==> src/rtl/scp_pkg.sv <==
// Package: shared types for the serial control port.
// Assumes nothing beyond standard SystemVerilog.
package scp_pkg;
    // Which word of a two-word command the shifter is receiving.
    typedef enum logic {
        PH_ADDR = 1'b0,
        PH_DATA = 1'b1
    } phase_t;
endpackage

==> src/rtl/scp_sync.sv <==
// Module: scp_sync
// Brings WIDTH asynchronous inputs into the clk domain through STAGES flops.
// Assumes each input is stable for several clk periods between changes.
module scp_sync #(
    parameter int WIDTH  = 3,
    parameter int STAGES = 2
) (
    input  logic             clk,
    input  logic             rst_n,
    input  logic [WIDTH-1:0] async_in,
    input  logic [WIDTH-1:0] rst_val,
    output logic [WIDTH-1:0] sync_out
);
    logic [WIDTH-1:0] stage_q [STAGES];

    genvar g;
    generate
        for (g = 0; g < STAGES; g++) begin : g_stage
            // One flop of the synchronizer chain.
            always_ff @(posedge clk) begin
                if (!rst_n) stage_q[g] <= rst_val;
                else if (g == 0) stage_q[g] <= async_in;
                else stage_q[g] <= stage_q[(g == 0) ? 0 : g-1];
            end
        end
    endgenerate

    assign sync_out = stage_q[STAGES-1];
endmodule

==> src/rtl/scp_shift.sv <==
// Module: scp_shift
// Frames the serial stream into WORD_W-bit words that alternate between
// address and data, and drives sdo from a load-able transmit register.
// Assumes synchronized inputs and a serial clock much slower than clk.
module scp_shift
    import scp_pkg::*;
#(
    parameter int WORD_W = 16
) (
    input  logic              clk,
    input  logic              rst_n,
    input  logic              sck_s,
    input  logic              cs_n_s,
    input  logic              sdi_s,
    input  logic              load_en,
    input  logic [WORD_W-1:0] load_val,
    output logic              word_done,
    output logic              word_is_data,
    output logic [WORD_W-1:0] word,
    output logic              sdo
);
    localparam int CNT_W = $clog2(WORD_W);

    logic              sck_d;
    logic [CNT_W-1:0]  bcnt;
    phase_t            phase;
    logic [WORD_W-1:0] sreg;
    logic [WORD_W-1:0] tx;
    logic              sdo_q;
    logic              done_q;
    logic              rise;
    logic              fall;

    assign rise = sck_s & ~sck_d;
    assign fall = ~sck_s & sck_d;

    // Bit counting, shifting in, word phase and serial output.
    always_ff @(posedge clk) begin
        if (!rst_n) begin
            sck_d  <= 1'b0;
            bcnt   <= '0;
            phase  <= PH_ADDR;
            sreg   <= '0;
            tx     <= '0;
            sdo_q  <= 1'b0;
            done_q <= 1'b0;
        end else begin
            sck_d  <= sck_s;
            done_q <= 1'b0;
            if (cs_n_s) begin
                bcnt  <= '0;
                phase <= PH_ADDR;
                sdo_q <= 1'b0;
            end else begin
                if (rise) begin
                    sreg <= {sreg[WORD_W-2:0], sdi_s};
                    if (bcnt == CNT_W'(WORD_W-1)) begin
                        bcnt   <= '0;
                        done_q <= 1'b1;
                        phase  <= (phase == PH_ADDR) ? PH_DATA : PH_ADDR;
                        if (phase == PH_DATA) sdo_q <= 1'b0;
                    end else begin
                        bcnt <= bcnt + 1'b1;
                    end
                end
                if (fall && phase == PH_DATA && bcnt != '0) begin
                    sdo_q <= tx[WORD_W-2];
                    tx    <= {tx[WORD_W-2:0], 1'b0};
                end
                if (load_en) begin
                    tx    <= load_val;
                    sdo_q <= load_val[WORD_W-1];
                end
            end
        end
    end

    assign word_done    = done_q;
    assign word_is_data = (phase == PH_ADDR);
    assign word         = sreg;
    assign sdo          = sdo_q;
endmodule

==> src/rtl/scp_ctrl.sv <==
// Module: scp_ctrl
// Decodes completed words: engine-space requests with holding registers and
// a busy/overrun policy, plus the two local configuration words.
// Assumes word_done pulses once per word with word stable in that cycle.
module scp_ctrl #(
    parameter int WORD_W    = 16,
    parameter int ADDR_W    = 15,
    parameter int CARD_W    = 4,
    parameter int OFS_W     = 9,
    parameter int ENG_LIMIT = 'h1400,
    parameter int CARD_REG  = 'h1FFE,
    parameter int OFS_REG   = 'h1FFC
) (
    input  logic              clk,
    input  logic              rst_n,
    input  logic              word_done,
    input  logic              word_is_data,
    input  logic [WORD_W-1:0] word,
    input  logic              eng_ack,
    input  logic [WORD_W-1:0] eng_rdata,
    output logic              load_en,
    output logic [WORD_W-1:0] load_val,
    output logic              eng_req,
    output logic              eng_rd,
    output logic [ADDR_W-1:0] eng_addr,
    output logic [WORD_W-1:0] eng_wdata,
    output logic [CARD_W-1:0] card_addr,
    output logic [OFS_W-1:0]  bit_offset,
    output logic              overrun
);
    localparam logic [ADDR_W-1:0] LIMIT_A = ADDR_W'(ENG_LIMIT);
    localparam logic [ADDR_W-1:0] CARD_A  = ADDR_W'(CARD_REG);
    localparam logic [ADDR_W-1:0] OFS_A   = ADDR_W'(OFS_REG);

    logic [ADDR_W-1:0] cmd_addr;
    logic              cmd_rd;
    logic              drop;
    logic [ADDR_W-1:0] w_addr;
    logic              w_rd;
    logic              w_eng;
    logic              addr_done;
    logic              data_done;
    logic [WORD_W-1:0] local_rd;

    assign w_addr    = word[ADDR_W-1:0];
    assign w_rd      = word[WORD_W-1];
    assign w_eng     = (w_addr < LIMIT_A);
    assign addr_done = word_done & ~word_is_data;
    assign data_done = word_done & word_is_data;

    // Read value of a local address; unmapped addresses read as zero.
    always_comb begin
        local_rd = '0;
        if (w_addr == CARD_A)     local_rd = WORD_W'(card_addr);
        else if (w_addr == OFS_A) local_rd = WORD_W'(bit_offset);
    end

    // Transmit load: local reads at address time, engine reads at acknowledge.
    always_comb begin
        load_en  = 1'b0;
        load_val = eng_rdata;
        if (addr_done && w_rd && !w_eng) begin
            load_en  = 1'b1;
            load_val = local_rd;
        end else if (eng_req && eng_ack && eng_rd) begin
            load_en  = 1'b1;
        end
    end

    // Command tracking, engine handshake and configuration words.
    always_ff @(posedge clk) begin
        if (!rst_n) begin
            cmd_addr   <= '0;
            cmd_rd     <= 1'b0;
            drop       <= 1'b0;
            eng_req    <= 1'b0;
            eng_rd     <= 1'b0;
            eng_addr   <= '0;
            eng_wdata  <= '0;
            card_addr  <= '0;
            bit_offset <= '0;
            overrun    <= 1'b0;
        end else begin
            if (eng_req && eng_ack) eng_req <= 1'b0;
            if (addr_done) begin
                cmd_addr <= w_addr;
                cmd_rd   <= w_rd;
                drop     <= w_eng & eng_req;
                if (w_eng && eng_req) begin
                    overrun <= 1'b1;
                end else if (w_eng && w_rd) begin
                    eng_req  <= 1'b1;
                    eng_rd   <= 1'b1;
                    eng_addr <= w_addr;
                end
            end
            if (data_done && !cmd_rd && !drop) begin
                if (cmd_addr < LIMIT_A) begin
                    eng_req   <= 1'b1;
                    eng_rd    <= 1'b0;
                    eng_addr  <= cmd_addr;
                    eng_wdata <= word;
                end else if (cmd_addr == CARD_A) begin
                    card_addr <= word[CARD_W-1:0];
                end else if (cmd_addr == OFS_A) begin
                    bit_offset <= word[OFS_W-1:0];
                end
            end
        end
    end
endmodule

==> src/rtl/serial_ctrl_port.sv <==
// Module: serial_ctrl_port (top)
// Four-wire serial slave giving a host access to engine RAM through a
// request/acknowledge port and to two local configuration words.
// Assumes the host serial clock is far slower than clk (at least 8x).
module serial_ctrl_port #(
    parameter int WORD_W      = 16,
    parameter int ADDR_W      = WORD_W - 1,
    parameter int CARD_W      = 4,
    parameter int OFS_W       = 9,
    parameter int SYNC_STAGES = 2,
    parameter int ENG_LIMIT   = 'h1400,
    parameter int CARD_REG    = 'h1FFE,
    parameter int OFS_REG     = 'h1FFC
) (
    input  logic              clk,
    input  logic              rst_n,
    input  logic              sck,
    input  logic              cs_n,
    input  logic              sdi,
    output logic              sdo,
    output logic              eng_req,
    output logic              eng_rd,
    output logic [ADDR_W-1:0] eng_addr,
    output logic [WORD_W-1:0] eng_wdata,
    input  logic              eng_ack,
    input  logic [WORD_W-1:0] eng_rdata,
    output logic [CARD_W-1:0] card_addr,
    output logic [OFS_W-1:0]  bit_offset,
    output logic              overrun
);
    logic [2:0]        pins_s;
    logic              load_en;
    logic [WORD_W-1:0] load_val;
    logic              word_done;
    logic              word_is_data;
    logic [WORD_W-1:0] word;

    scp_sync #(.WIDTH(3), .STAGES(SYNC_STAGES)) u_sync (
        .clk      (clk),
        .rst_n    (rst_n),
        .async_in ({sck, cs_n, sdi}),
        .rst_val  (3'b010),
        .sync_out (pins_s)
    );

    scp_shift #(.WORD_W(WORD_W)) u_shift (
        .clk          (clk),
        .rst_n        (rst_n),
        .sck_s        (pins_s[2]),
        .cs_n_s       (pins_s[1]),
        .sdi_s        (pins_s[0]),
        .load_en      (load_en),
        .load_val     (load_val),
        .word_done    (word_done),
        .word_is_data (word_is_data),
        .word         (word),
        .sdo          (sdo)
    );

    scp_ctrl #(
        .WORD_W(WORD_W), .ADDR_W(ADDR_W), .CARD_W(CARD_W), .OFS_W(OFS_W),
        .ENG_LIMIT(ENG_LIMIT), .CARD_REG(CARD_REG), .OFS_REG(OFS_REG)
    ) u_ctrl (
        .clk          (clk),
        .rst_n        (rst_n),
        .word_done    (word_done),
        .word_is_data (word_is_data),
        .word         (word),
        .eng_ack      (eng_ack),
        .eng_rdata    (eng_rdata),
        .load_en      (load_en),
        .load_val     (load_val),
        .eng_req      (eng_req),
        .eng_rd       (eng_rd),
        .eng_addr     (eng_addr),
        .eng_wdata    (eng_wdata),
        .card_addr    (card_addr),
        .bit_offset   (bit_offset),
        .overrun      (overrun)
    );
endmodule

==> config.mk <==
export PLATFORM = sky130hd
export DESIGN_NAME = serial_ctrl_port
export DESIGN_NICKNAME = d
export VERILOG_FILES = /design/src/rtl/scp_pkg.sv /design/src/rtl/scp_sync.sv /design/src/rtl/scp_shift.sv /design/src/rtl/scp_ctrl.sv /design/src/rtl/serial_ctrl_port.sv
export SDC_FILE = /design/constraint.sdc
export NUM_CORES = 1
export LEC_CHECK = 0
export BUFFER_PORTS_ARGS = -buffer_cell sky130_fd_sc_hd__buf_2
export CAP_MARGIN = 20
export CORE_UTILIZATION = 60
export CTS_CLUSTER_SIZE = 30
export DETAILED_ROUTE_END_ITERATION = 8
export HOLD_SLACK_MARGIN = 0.06
export PLACE_DENSITY = 0.82
export SLEW_MARGIN = 0
export SYNTH_ARGS = -nofsm -noshare
export SYNTH_HDL_FRONTEND = slang
export SYNTH_SLANG_ARGS = --single-unit
==> constraint.sdc <==
create_clock -name clk -period 4.1 [get_ports clk]
set_clock_uncertainty 0.2 [all_clocks]
set_input_delay 0.41 -clock clk [delete_from_list [all_inputs] [get_ports clk]]
set_output_delay 0.41 -clock clk [all_outputs]
set_load 0.1 [all_outputs]
Yosys cells after proc, flatten, opt, wreduce, memory -nomap -nowiden
Memories as Yosys holds them, arrays and structs flattened.
Index checks and enable logic that the tools add are counted.
{"block": "word_totals", "mem_count": 1, "reg_bits": 103, "ramBits": 6}
{"name": "u_sync.stage_q", "depth": 2, "word_bits": 3, "read_ports": 2, "rd_clocked_by_memory_dff": 0, "wr": 2, "line_no": "scp_sync.sv:14", "source": "logic [WIDTH-1:0] stage_q [STAGES];"}
{"block": "classes", "addsub": 1, "n_bitwise": 15, "eq_ne": 5, "muxes": 35, "magnitude_cmp": 2, "reduce_logical": 28}
{"op": "15-bit 2-to-1 mux", "count": 7}
{"op": "15-bit by 13-bit == test with 1-bit output (second input constant)", "count": 4}
{"op": "16-bit 2-to-1 mux", "count": 2}
{"op": "15-bit by 13-bit less-than comparator with 1-bit output (second input constant)", "count": 2}
{"op": "1-bit 2-to-1 mux", "count": 22}
{"op": "1-bit logical AND", "count": 10}
{"op": "2-bit AND reduction", "count": 5}
{"op": "9-bit 2-to-1 mux", "count": 1}
{"op": "3-bit nonzero test", "count": 3}
{"op": "1-bit NOT", "count": 8}
{"op": "3-bit 2-to-1 mux", "count": 2}
{"op": "3-bit AND reduction", "count": 2}
{"op": "1-bit bitwise AND", "count": 5}
{"op": "4-bit by 1-bit adder with 4-bit output (second input constant)", "count": 1}
{"op": "4-bit == test (second input constant)", "count": 1}
{"op": "4-bit 2-to-1 mux", "count": 1}
{"op": "4-bit AND reduction", "count": 1}
{"op": "4-bit nonzero test", "count": 1}
{"op": "1-bit logical NOT", "count": 3}
{"op": "3-bit OR reduction", "count": 1}
{"op": "1-bit bitwise OR", "count": 2}
{"op": "2-bit nonzero test", "count": 1}
{"op": "2-bit OR reduction", "count": 1}

Longest topological paths before layout
{"block": "depth", "ltp_word": 7, "mapped_depth": 8, "depth_no_buf": 6}

Hierarchy
Synthesis repeated with hierarchy kept, for this count alone.
{"block": "hier_totals", "cells_unflattened": 567, "area_unflattened_um2": 4795.8}
{"module": "scp_ctrl", "area_each_um2": 2777.7, "cells_per_inst": 356, "n_inst": 1, "seq_area_each_um2": 1281.2}
{"module": "scp_shift", "area_each_um2": 1789.2, "cells_per_inst": 196, "n_inst": 1, "seq_area_each_um2": 780.7}
{"module": "scp_sync", "area_each_um2": 221.5, "cells_per_inst": 13, "n_inst": 1, "seq_area_each_um2": 120.1}
{"module": "serial_ctrl_port", "area_each_um2": 7.5, "cells_per_inst": 2, "n_inst": 1, "seq_area_each_um2": 0.0}

Worst setup path after synthesis
Ideal clock, no wire load.
{"block": "synth_path", "path_type": "register to register", "start": "register u_ctrl.eng_req", "end": "register u_shift.tx[1]", "arrival_ns": 2.138, "required_ns": 3.825, "stages_incl_launch_ff": 8, "slack_ns": 1.687, "cell_sequence": "dfxtp_1 > and3_1 > clkbuf_1 > o31a_1 > buf_4 > buf_6 > o211ai_1 > o22ai_1"}
{"block": "synth_between", "elab_chain_cells": 6, "word_cells_on_any_way": 7, "classes_between": "mux (3); reduce/logical (4)"}
{"element": "start: declaration", "line_no": "scp_ctrl.sv:23", "source": "output logic eng_req,"}
{"element": "start signal: assignment", "line_no": "scp_ctrl.sv:76", "source": "eng_req <= 1'b0;"}
{"element": "start signal: assignment", "line_no": "scp_ctrl.sv:84", "source": "if (eng_req && eng_ack) eng_req <= 1'b0;"}
{"element": "start signal: assignment", "line_no": "scp_ctrl.sv:92", "source": "eng_req <= 1'b1;"}
{"element": "1-bit logical AND * (2 in a row)", "line_no": "scp_ctrl.sv:65", "source": "end else if (eng_req && eng_ack && eng_rd) begin"}
{"element": "1-bit 2-to-1 mux *", "line_no": "scp_ctrl.sv:65"}
{"element": "1-bit 2-to-1 mux *", "line_no": "scp_ctrl.sv:62", "source": "if (addr_done && w_rd && !w_eng) begin"}
{"element": "2-bit nonzero test (no line)"}
{"element": "2-bit AND reduction (no line)"}
{"element": "end signal: assignment", "line_no": "scp_shift.sv:68", "source": "tx <= {tx[WORD_W-2:0], 1'b0};"}
{"element": "end signal: assignment", "line_no": "scp_shift.sv:71", "source": "tx <= load_val;"}
{"element": "end: declaration", "line_no": "scp_shift.sv:28", "source": "logic [WORD_W-1:0] tx;"}
Mark *: on every way between the ends. The rest lies on a longest branch, timed or not.
A chain may end at the register's enable or synchronous reset.

Final worst setup path
{"block": "layout_path", "start": "register u_shift.bcnt[0]", "end": "register u_shift.tx[13]"}
{"block": "layout_between", "elab_chain_cells": 4}
{"element": "start: declaration", "line_no": "scp_shift.sv:25", "source": "logic [CNT_W-1:0] bcnt;"}
{"element": "start signal: assignment", "line_no": "scp_shift.sv:63", "source": "bcnt <= bcnt + 1'b1;"}
{"element": "4-bit nonzero test", "line_no": "scp_shift.sv:66", "source": "if (fall && phase == PH_DATA && bcnt != '0) begin"}
{"element": "1-bit logical AND", "line_no": "scp_shift.sv:66"}
{"element": "2-bit nonzero test (no line)"}
{"element": "2-bit AND reduction (no line)"}
No other way between the ends.

==> results.ini <==
[run_status]
outcome=completed

[clock_tree]
htreeDepth=3
clock_latency_ns=0.38
path_clk_slew_ns=0.10
cts_num_sinks=109
cts_tree=done
clock_path_buffers=2
root_buffer=clkbuf_8
ctsResizeCount=0
cts_buffers=9

[setup_path]
crit_path_end_kind=flip-flop
rr_startpoint=u_shift.bcnt[0]
path_max_fanout=18
required_ns=4.14
crit_path_start=u_shift.bcnt[0]
cp.arrival_ns=2.58
cp-start-kind=flip-flop
crit_type=flip-flop to flip-flop

[timing]
setup_viol=0
slew_viol_final=0
hold_ws_ns=0.138
fmax_mhz=395
worst_pin_slew_ns=0.975
hold_violations=0
fin_crit_ns=2.53
fin_tns_setup_ns=0
rsz0062_at_grt=false
maxSlewHeadroom_pct=35.0
fin_crit_sh_pct=61.8

[hold_path]
hold_start=eng_rdata[8]
hold_path_class=input pin to flip-flop

[final_layout]
multi_input_area_um2=2080
n_antenna_cell=0
nNetsFinal=603
regArea_um2=2180
drive_above_1_share_pct=18.2
syn2layout_area_growth_pct=11.9
n_fill_cell=595

[logic_synthesis]
syn_avg_cell_area_um2=8.47
yosys.area.top_type=dfxtp_1
syn_inst=529
ys_seq_elements=109
synth-edff-count=0
syn_area_um2=4480
yosysTopAreaCellShare_pct=48.7
ys_seq_area_share_pct=48.7
synthDistinctLibCells=43
synthesis.nets=553
synth-async-reset-ratio_pct=0
synth.most_common_cell=nand2_1
ys.flop_type=dfxtp_1
synth_warnings=0
synthTopCellsByArea=dfxtp_1 49%, nand2_1 11%, a21oi_1 8.6%
synthTopCellsByCount=126 x nand2_1, 109 x dfxtp_1, 77 x a21oi_1

[power]
power.leakage_nw=2.08
peakVddDrop_mv=0.176
p_per_area_nw_per_um2=354

[placement]
place.gp.congestion=0.808
hpwl_mm=6.67
io_buffers=69

[drt]
postRouteAntennaNets=0
firstDrtPassIters=5
routedWlPerCell_um=14.6
vias_per_cell=5.51
route.vias.total=3762
drc=0
finalWirelength_mm=9.95
drtIter0Drc=221

[floorplanning]
initial_core_util_pct=61.8
core_um2=7250
ios=70
die_h_um=88.4
dieArea_um2=7820
die_w_um=88.4
fp-row-count=31

[grt]
grt_pass1_vias=3223
grt.overflow.total=0
grt_antenna_before_repair=0
track_usage_pct=25.9
grt_pass1_wl_mm=15.5
grt_max_degree=46

[flow_run]
drv_cap=0

logic make-up (layout without fill, tap and decap cells):
group           after synthesis  count (layout)  synth area share [%]
compound gates              116             116                  16.0
flops                       109             109                  48.7
buf+inv                      42              97                  4.89
fa+ha+maj                     2               2                 0.559
mux                          36              36                  8.04
simple gates                221             221                  21.3
xor+xnor                      3               3                 0.587
per-layer routing:
layer	wire length, um	up-vias	global-route usage (%)
met5	0	-	0
met4	180	0	10.7
met3	402	15	3.64
met2	4790	108	42.4
met1	4570	1759	34.3
li1	-	1880	-
metrics by stage:
step                cell area [um2]  instances  worst slack (ns)  utilization, %  total power, mW
CTS                            5010        683              1.60            69.1             1.78
global route                   5010        683              1.41            69.1             1.82
detailed placement             4770        664              1.62            65.8             1.12
finish                         5010        683              1.57            69.1             1.77
global placement               4770        664              1.68            65.8             1.12
floorplan                      4480        529              1.69               -             1.11
final timing paths:
path                          endpoint  slack, ns  depth (start not counted)
setup / recovery        u_shift.tx[13]       1.57                          6
hold / removal           u_shift.tx[8]       0.14                          3
setup reg to reg        u_shift.tx[13]       1.57                          6
hold reg to reg   u_sync.stage_q[1][1]       0.22                          1
where the power goes:
group / internal [mW] / switching [mW] / total, mW
Combinational: 0.0128 / 0.0240 / 0.0368
Clock: 0.303 / 0.372 / 0.675
Sequential: 1.06 / 0.00192 / 1.06
area by class of cell:
cell class | instances | share of cell area (%)
multi-input combinational | 378 | 41.5
clock inverter | 6 | 1.42
sequential | 109 | 43.5
tap | 99 | 2.47
clock buffer | 10 | 2.75
inverter | 6 | 0.449
timing repair buffer | 75 | 7.94
critical path: stages, from the launching register on:
cell and delay [ns]:
dfxtp_1 0.41, inv_1 0.09, ha_1 0.21, a211oi_2 0.47, o31a_1 0.70, mux2i_1 0.27
nor2_1 0.05
repair_timing:
item,CTS,global route
setup buffers,0,0
hold endpoints to repair,3,0
hold buffers,3,0
state kept, by name, indices dropped and copies added, names as in the netlist, 4 cells and up:
register / cells
u_ctrl.eng_wdata: 16
u_shift.word: 16
u_ctrl.cmd_addr: 15
u_ctrl.eng_addr: 15
u_shift.tx: 15
u_ctrl.bit_offset: 9
u_sync.stage_q: 6
u_ctrl.card_addr: 4
u_shift.bcnt: 4
layout by cell type (no fill, tap or decap), drive strengths merged, types with 10 or more instances in the layout:
master,count
clkbuf,10
dfxtp,109
buf,72
a21oi,77
nor2,57
nand2,126
a211oi,15
o21ai,13
mux2i,36
Power figures use the tool's default switching activity.
